### src/rtl/simd_alu_pkg.sv
package simd_alu_pkg;

  parameter int ALU_W   = 64;
  parameter int SLICE_W = 8;
  localparam int N_SLICE = ALU_W / SLICE_W;
  localparam int SEL_W   = 3;

  typedef enum logic [SEL_W-1:0] {
    OP_ADD  = 3'd0,
    OP_SUB  = 3'd1,
    OP_AND  = 3'd2,
    OP_OR   = 3'd3,
    OP_XOR  = 3'd4,
    OP_ANDN = 3'd5
  } aluOp_e;

  typedef enum logic [1:0] {
    LG_AND  = 2'd0,
    LG_OR   = 2'd1,
    LG_XOR  = 2'd2,
    LG_ANDN = 2'd3
  } logicFn_e;

  // strobes from control to datapath
  typedef struct packed {
    logic                 load;
    logic                 doArith;
    logic                 doSub;
    logic                 doLogic;
    logicFn_e             logicFn;
    logic [N_SLICE-1:0]   laneEnd;
  } aluCtl_t;

endpackage

### src/rtl/simd_alu_ctrl.sv
module simd_alu_ctrl
  import simd_alu_pkg::*;
(
  input  logic             clk,
  input  logic             rstN,
  input  logic             inValid,
  input  logic [SEL_W-1:0] laneSel,
  input  logic [SEL_W-1:0] opSel,
  output aluCtl_t          ctl,
  output logic             outValid
);

  logic laneOk;
  logic wideLane;
  logic isArith;
  logic isLogic;
  logic [N_SLICE-1:0] endMask;
  logic [SEL_W-1:0]   laneBytesM1;

  assign laneOk   = (laneSel < 3'd4);
  assign wideLane = (laneSel == 3'd2) || (laneSel == 3'd3);
  assign isArith  = laneOk && ((opSel == OP_ADD) || (opSel == OP_SUB));
  assign isLogic  = wideLane && (opSel >= OP_AND) && (opSel <= OP_ANDN);

  always_comb begin
    case (laneSel)
      3'd0:    laneBytesM1 = 3'd0;
      3'd1:    laneBytesM1 = 3'd1;
      3'd2:    laneBytesM1 = 3'd3;
      default: laneBytesM1 = 3'd7;
    endcase
  end

  // a byte closes its lane when its index plus one is a lane multiple
  always_comb begin
    for (int i = 0; i < N_SLICE; i++) begin
      endMask[i] = ((3'(i + 1) & laneBytesM1) == 3'd0);
    end
  end

  always_comb begin
    ctl.load    = inValid;
    ctl.doArith = isArith;
    ctl.doSub   = isArith && (opSel == OP_SUB);
    ctl.doLogic = isLogic;
    ctl.laneEnd = endMask;
    case (opSel)
      OP_OR:   ctl.logicFn = LG_OR;
      OP_XOR:  ctl.logicFn = LG_XOR;
      OP_ANDN: ctl.logicFn = LG_ANDN;
      default: ctl.logicFn = LG_AND;
    endcase
  end

  always_ff @(posedge clk) begin
    if (!rstN) outValid <= 1'b0;
    else       outValid <= inValid;
  end

endmodule

### src/rtl/simd_alu_dp.sv
module simd_alu_dp
  import simd_alu_pkg::*;
(
  input  logic               clk,
  input  logic               rstN,
  input  aluCtl_t            ctl,
  input  logic [ALU_W-1:0]   opA,
  input  logic [ALU_W-1:0]   opB,
  output logic [ALU_W-1:0]   result,
  output logic [N_SLICE-1:0] carryVec,
  output logic [N_SLICE-1:0] ovfVec
);

  localparam int TOP = SLICE_W - 1;

  logic [ALU_W-1:0]   bEff;
  logic [ALU_W-1:0]   sumW;
  logic [ALU_W-1:0]   logicW;
  logic [N_SLICE-1:0] sliceCy;
  logic [N_SLICE-1:0] sliceOv;

  logic [ALU_W-1:0]   resNext;
  logic [N_SLICE-1:0] cyNext;
  logic [N_SLICE-1:0] ovNext;

  assign bEff = ctl.doSub ? ~opB : opB;

  for (genvar g = 0; g < N_SLICE; g++) begin : g_slice
    logic             cin;
    logic [SLICE_W:0] s;
    if (g == 0) begin : g_first
      assign cin = ctl.doSub;
    end else begin : g_rest
      // carry is cut where the previous byte closed a lane
      assign cin = ctl.laneEnd[g-1] ? ctl.doSub : sliceCy[g-1];
    end
    assign s = {1'b0, opA[g*SLICE_W +: SLICE_W]}
             + {1'b0, bEff[g*SLICE_W +: SLICE_W]}
             + {{SLICE_W{1'b0}}, cin};
    assign sumW[g*SLICE_W +: SLICE_W] = s[SLICE_W-1:0];
    assign sliceCy[g] = s[SLICE_W];
    assign sliceOv[g] = (opA[g*SLICE_W + TOP] == bEff[g*SLICE_W + TOP])
                     && (s[TOP] != opA[g*SLICE_W + TOP]);
  end

  always_comb begin
    case (ctl.logicFn)
      LG_OR:   logicW = opA | opB;
      LG_XOR:  logicW = opA ^ opB;
      LG_ANDN: logicW = opA & ~opB;
      default: logicW = opA & opB;
    endcase
  end

  always_comb begin
    resNext = '0;
    cyNext  = '0;
    ovNext  = '0;
    if (ctl.doArith) begin
      resNext = sumW;
      cyNext  = sliceCy & ctl.laneEnd;
      ovNext  = sliceOv & ctl.laneEnd;
    end else if (ctl.doLogic) begin
      resNext = logicW;
    end
  end

  always_ff @(posedge clk) begin
    if (!rstN) begin
      result   <= '0;
      carryVec <= '0;
      ovfVec   <= '0;
    end else if (ctl.load) begin
      result   <= resNext;
      carryVec <= cyNext;
      ovfVec   <= ovNext;
    end
  end

endmodule

### src/rtl/simd_alu.sv
module simd_alu
  import simd_alu_pkg::*;
(
  input  logic               clk,
  input  logic               rstN,
  input  logic               inValid,
  input  logic [SEL_W-1:0]   laneSel,
  input  logic [SEL_W-1:0]   opSel,
  input  logic [ALU_W-1:0]   opA,
  input  logic [ALU_W-1:0]   opB,
  output logic [ALU_W-1:0]   result,
  output logic [N_SLICE-1:0] carryVec,
  output logic [N_SLICE-1:0] ovfVec,
  output logic               outValid
);

  aluCtl_t ctl;

  simd_alu_ctrl u_ctrl (
    .clk      (clk),
    .rstN     (rstN),
    .inValid  (inValid),
    .laneSel  (laneSel),
    .opSel    (opSel),
    .ctl      (ctl),
    .outValid (outValid)
  );

  simd_alu_dp u_dp (
    .clk      (clk),
    .rstN     (rstN),
    .ctl      (ctl),
    .opA      (opA),
    .opB      (opB),
    .result   (result),
    .carryVec (carryVec),
    .ovfVec   (ovfVec)
  );

endmodule

### config.mk
export PLATFORM = sky130hd
export DESIGN_NAME = simd_alu
export DESIGN_NICKNAME = d
export VERILOG_FILES = /design/src/rtl/simd_alu_pkg.sv /design/src/rtl/simd_alu_ctrl.sv /design/src/rtl/simd_alu_dp.sv /design/src/rtl/simd_alu.sv
export SDC_FILE = /design/constraint.sdc
export NUM_CORES = 1
export LEC_CHECK = 0
export BUFFER_PORTS_ARGS = -buffer_cell sky130_fd_sc_hd__buf_2
export CELL_PAD_IN_SITES_DETAIL_PLACEMENT = 1
export CELL_PAD_IN_SITES_GLOBAL_PLACEMENT = 1
export CORE_UTILIZATION = 41
export DETAILED_ROUTE_END_ITERATION = 10
export PLACE_DENSITY_LB_ADDON = 0.1
export SLEW_MARGIN = 20
export SYNTH_ARGS = -nofsm -noshare
export SYNTH_HDL_FRONTEND = slang
export SYNTH_SLANG_ARGS = --single-unit
### constraint.sdc
create_clock -name clk -period 17 [get_ports clk]
set_clock_uncertainty 0.15 [all_clocks]
set_input_delay 0.85 -clock clk [delete_from_list [all_inputs] [get_ports clk]]
set_output_delay 0.85 -clock clk [all_outputs]
set_load 0.1 [all_outputs]
==> impl_metrics.toml <==
[outcome]
outcome = "complete, no violations"

[timing]
actual_transition_at_the_worst_max_transition_pin_ps = 1130
setup_repair_after_global_routing_missed_its_margin = "false"
timing.final.setup_violations = 0
timing.final.max_slew_violations = 0
post-route-min-period_ps = 15580
period_share_pct = 91.6
final.setup.worst_slack_ps = 1420
final_hold_viol_count = 0
relSlewSlack_pct = 23.4
max_frequency_mhz = 64.2
setup_tns_ps = 0

[floorplanning]
floorplan.core_area_um2 = 24400
rows = 57
die_width_um = 160
floorplan.initialDensity_pct = 42.0
fp.dieH_um = 160
ios = 218
design.die.area_um2 = 25600

[pwr]
cellPowerDensity_nw_per_um2 = 66.8
max-vdd-ir-drop_uv = 40.1
power_consumption_mw = 0.790
cellLeakagePower_nw = 5.33

[setup_path]
crit_path_start = "opSel[2]"
critical_path.n_buffers_inverters = 3
critical_path.slowest_cell = "sky130_fd_sc_hd__nor4b_4"
critical_path_class = "in2reg"
path_delay_family = "adder cells"
worst_r2r_startpoint = "u_dp.result[7]"
worstSetupEndpointType = "flop"
critical_path_required_ps = 17130
worst_setup_path_start_kind = "primary input"
critPathMostFrequentCell = "sky130_fd_sc_hd__fa_1"
cp.arrival_ps = 15710
critical_path_peak_fanout = 9
crit_path_max_incr_delay_ps = 570

[grt]
global_route_wire_length_before_repair_um = 60900
grt_antenna_before_repair = 1
grt_overflow_total = 0
first_global_vias = 10900
grt_max_degree = 81
globalRouteTotalUtil_pct = 30.4

[routing]
wire_per_inst_um = 21.0
drtAntennaViolNets = 0
detailroute.via_count = 10700
viasPerCell = 5.73
drtPass1Iterations = 4
post_route_drc = 0
dr.first_iter.drc_count = 577
wirelength_um = 39200

[placed_design]
dp_hpwl_um = 28900
port-buffer-count = 217
routabilityCongestion = 0.892
dpl-instance-area_um2 = 11500
dp_slack_ps = 1230

[clock_tree]
post_cts_hold_buffer_count = 0
tritoncts.num_buffers = 9
ctsLongestPathBuffers = 2
clock_root_buffer = "sky130_fd_sc_hd__clkbuf_16"
post-cts-setup-buffer-count = 0
clk_latency_ps = 360
cts_resized = 0
cts_num_sinks = 81
cts_max_level = 3
tritoncts = "yes"
clock_transition_at_the_registers_of_the_reported_paths_ps = 70

[synthesis]
syn_nets = 1649
postSynthRegisterBits = 81
synthesis.yosys.warnings = 0
yosys_most_used_dff = "sky130_fd_sc_hd__dfxtp_1"
synth_cell_type_count = 67
synth_edf_count = 0
post_synth_inst_count = 1375
yosysSeqAreaShare_pct = 15.8
async_reset_ff_share_pct = 0
postSynthAreaPerCell_um2 = 7.45
synthesis.area_um2 = 10200

[final_layout]
most_common_cell_after_layout_fill_and_taps_aside = "sky130_fd_sc_hd__buf_2"
finalNetCount = 1813
final.fill_count = 3197
most_used_cells_in_the_layout_excluding_fill_and_tap_cells = "217 x sky130_fd_sc_hd__buf_2, 191 x sky130_fd_sc_hd__inv_1, 134 x sky130_fd_sc_hd__xnor2_1"
drive_above_1_share_pct = 17.3
fin_area_um2 = 11800
syn_to_final_growth_pct = 15.5
insertedDiodeCount = 0

[hold_path]
hold_path_class = "reg2reg"
hold_start = "u_dp.ovfVec[5]"

[flow_run]
cap_violations = 0
-- cells by family after synthesis --
logic type | count (synthesis) | share of synthesized area, %
and+or+nand+nor | 295 | 14.3
xor gates and xnor gates | 141 | 12.1
buffers and inverters | 270 | 10.4
AOI/OAI and AO/OA | 440 | 28.5
muxes | 11 | 1.09
DFF | 81 | 15.8
adders and majority gates | 137 | 17.8
-- registers in the layout, summed over array words and instances, names as in the netlist --
register	count
u_ctrl.outValid	1
u_dp.carryVec	8
u_dp.ovfVec	8
u_dp.result	64
-- synthesized netlist by cell type, types with 18 or more instances --
cell type | number | share of area (%)
sky130_fd_sc_hd__dfxtp_1 | 81 | 16
sky130_fd_sc_hd__ha_1 | 122 | 15
sky130_fd_sc_hd__o21ai_0 | 116 | 5.7
sky130_fd_sc_hd__clkbuf_1 | 55 | 2.0
sky130_fd_sc_hd__o21a_1 | 28 | 2.1
sky130_fd_sc_hd__nand2b_1 | 37 | 2.3
sky130_fd_sc_hd__o31ai_1 | 28 | 2.1
sky130_fd_sc_hd__a21oi_1 | 73 | 3.6
sky130_fd_sc_hd__a31oi_1 | 41 | 2.5
sky130_fd_sc_hd__a221o_1 | 22 | 2.1
sky130_fd_sc_hd__inv_1 | 192 | 7.0
sky130_fd_sc_hd__nand2_1 | 120 | 4.4
sky130_fd_sc_hd__nor2b_1 | 26 | 1.6
sky130_fd_sc_hd__nor2_1 | 47 | 1.7
sky130_fd_sc_hd__a22oi_1 | 18 | 1.3
sky130_fd_sc_hd__xnor2_1 | 134 | 11
-- worst register-to-register path, cell delays in order, from the launching register on --
cell                       delay, ps
sky130_fd_sc_hd__dfxtp_1         310
sky130_fd_sc_hd__o21ai_0         320
sky130_fd_sc_hd__nor4_1          100
sky130_fd_sc_hd__nand3_1         110
sky130_fd_sc_hd__o211ai_1         80
-- final timing paths --
kind / slack [ps] / endpoint / cells past startpoint
setup / recovery: 1420 / u_dp.result[62] / 60
hold / removal: 330 / u_dp.ovfVec[5] / 2
setup reg to reg: 15810 / u_dp.result[7] / 4
hold reg to reg: 330 / u_dp.ovfVec[5] / 2
-- power by group --
| part | internal (mW) | leakage, nW | switching, mW |
|---|---|---|---|
| combinational | 0.130 | 4.52 | 0.247 |
| clock | 0.117 | 0.148 | 0.0931 |
| sequential | 0.198 | 0.660 | 0.00471 |
| total | 0.445 | 5.33 | 0.344 |
-- final cells by class --
class / instances / area [µm²] / area share, %
sequential: 81 / 1620 / 13.7
inverter: 192 / 721 / 6.09
multi-input combinational: 1024 / 7590 / 64.2
clock inverter: 6 / 57.6 / 0.487
clock buffer: 10 / 239 / 2.02
timing repair buffer: 231 / 1190 / 10.1
tap: 324 / 405 / 3.43
-- routing by layer --
layer,vias up,GRT usage (%),wire [µm],part of all wire (%)
met5,-,0,13,0.033
met2,300,54.9,19400,50
met1,5193,36.5,16700,42
met4,2,12.3,1450,3.7
li1,5135,-,-,-
met3,72,3.35,1660,4.2
-- through the flow --
step	hold slack (ps)	cells	utilization [%]
2_1_floorplan	732	1375	-
3_3_place_gp	306	1852	47.3
3_5_place_dp	318	1852	47.3
4_1_cts	328	1868	48.5
5_1_grt	345	1868	48.5
6_report	325	1868	48.5
Power figures use the tool's default switching activity.
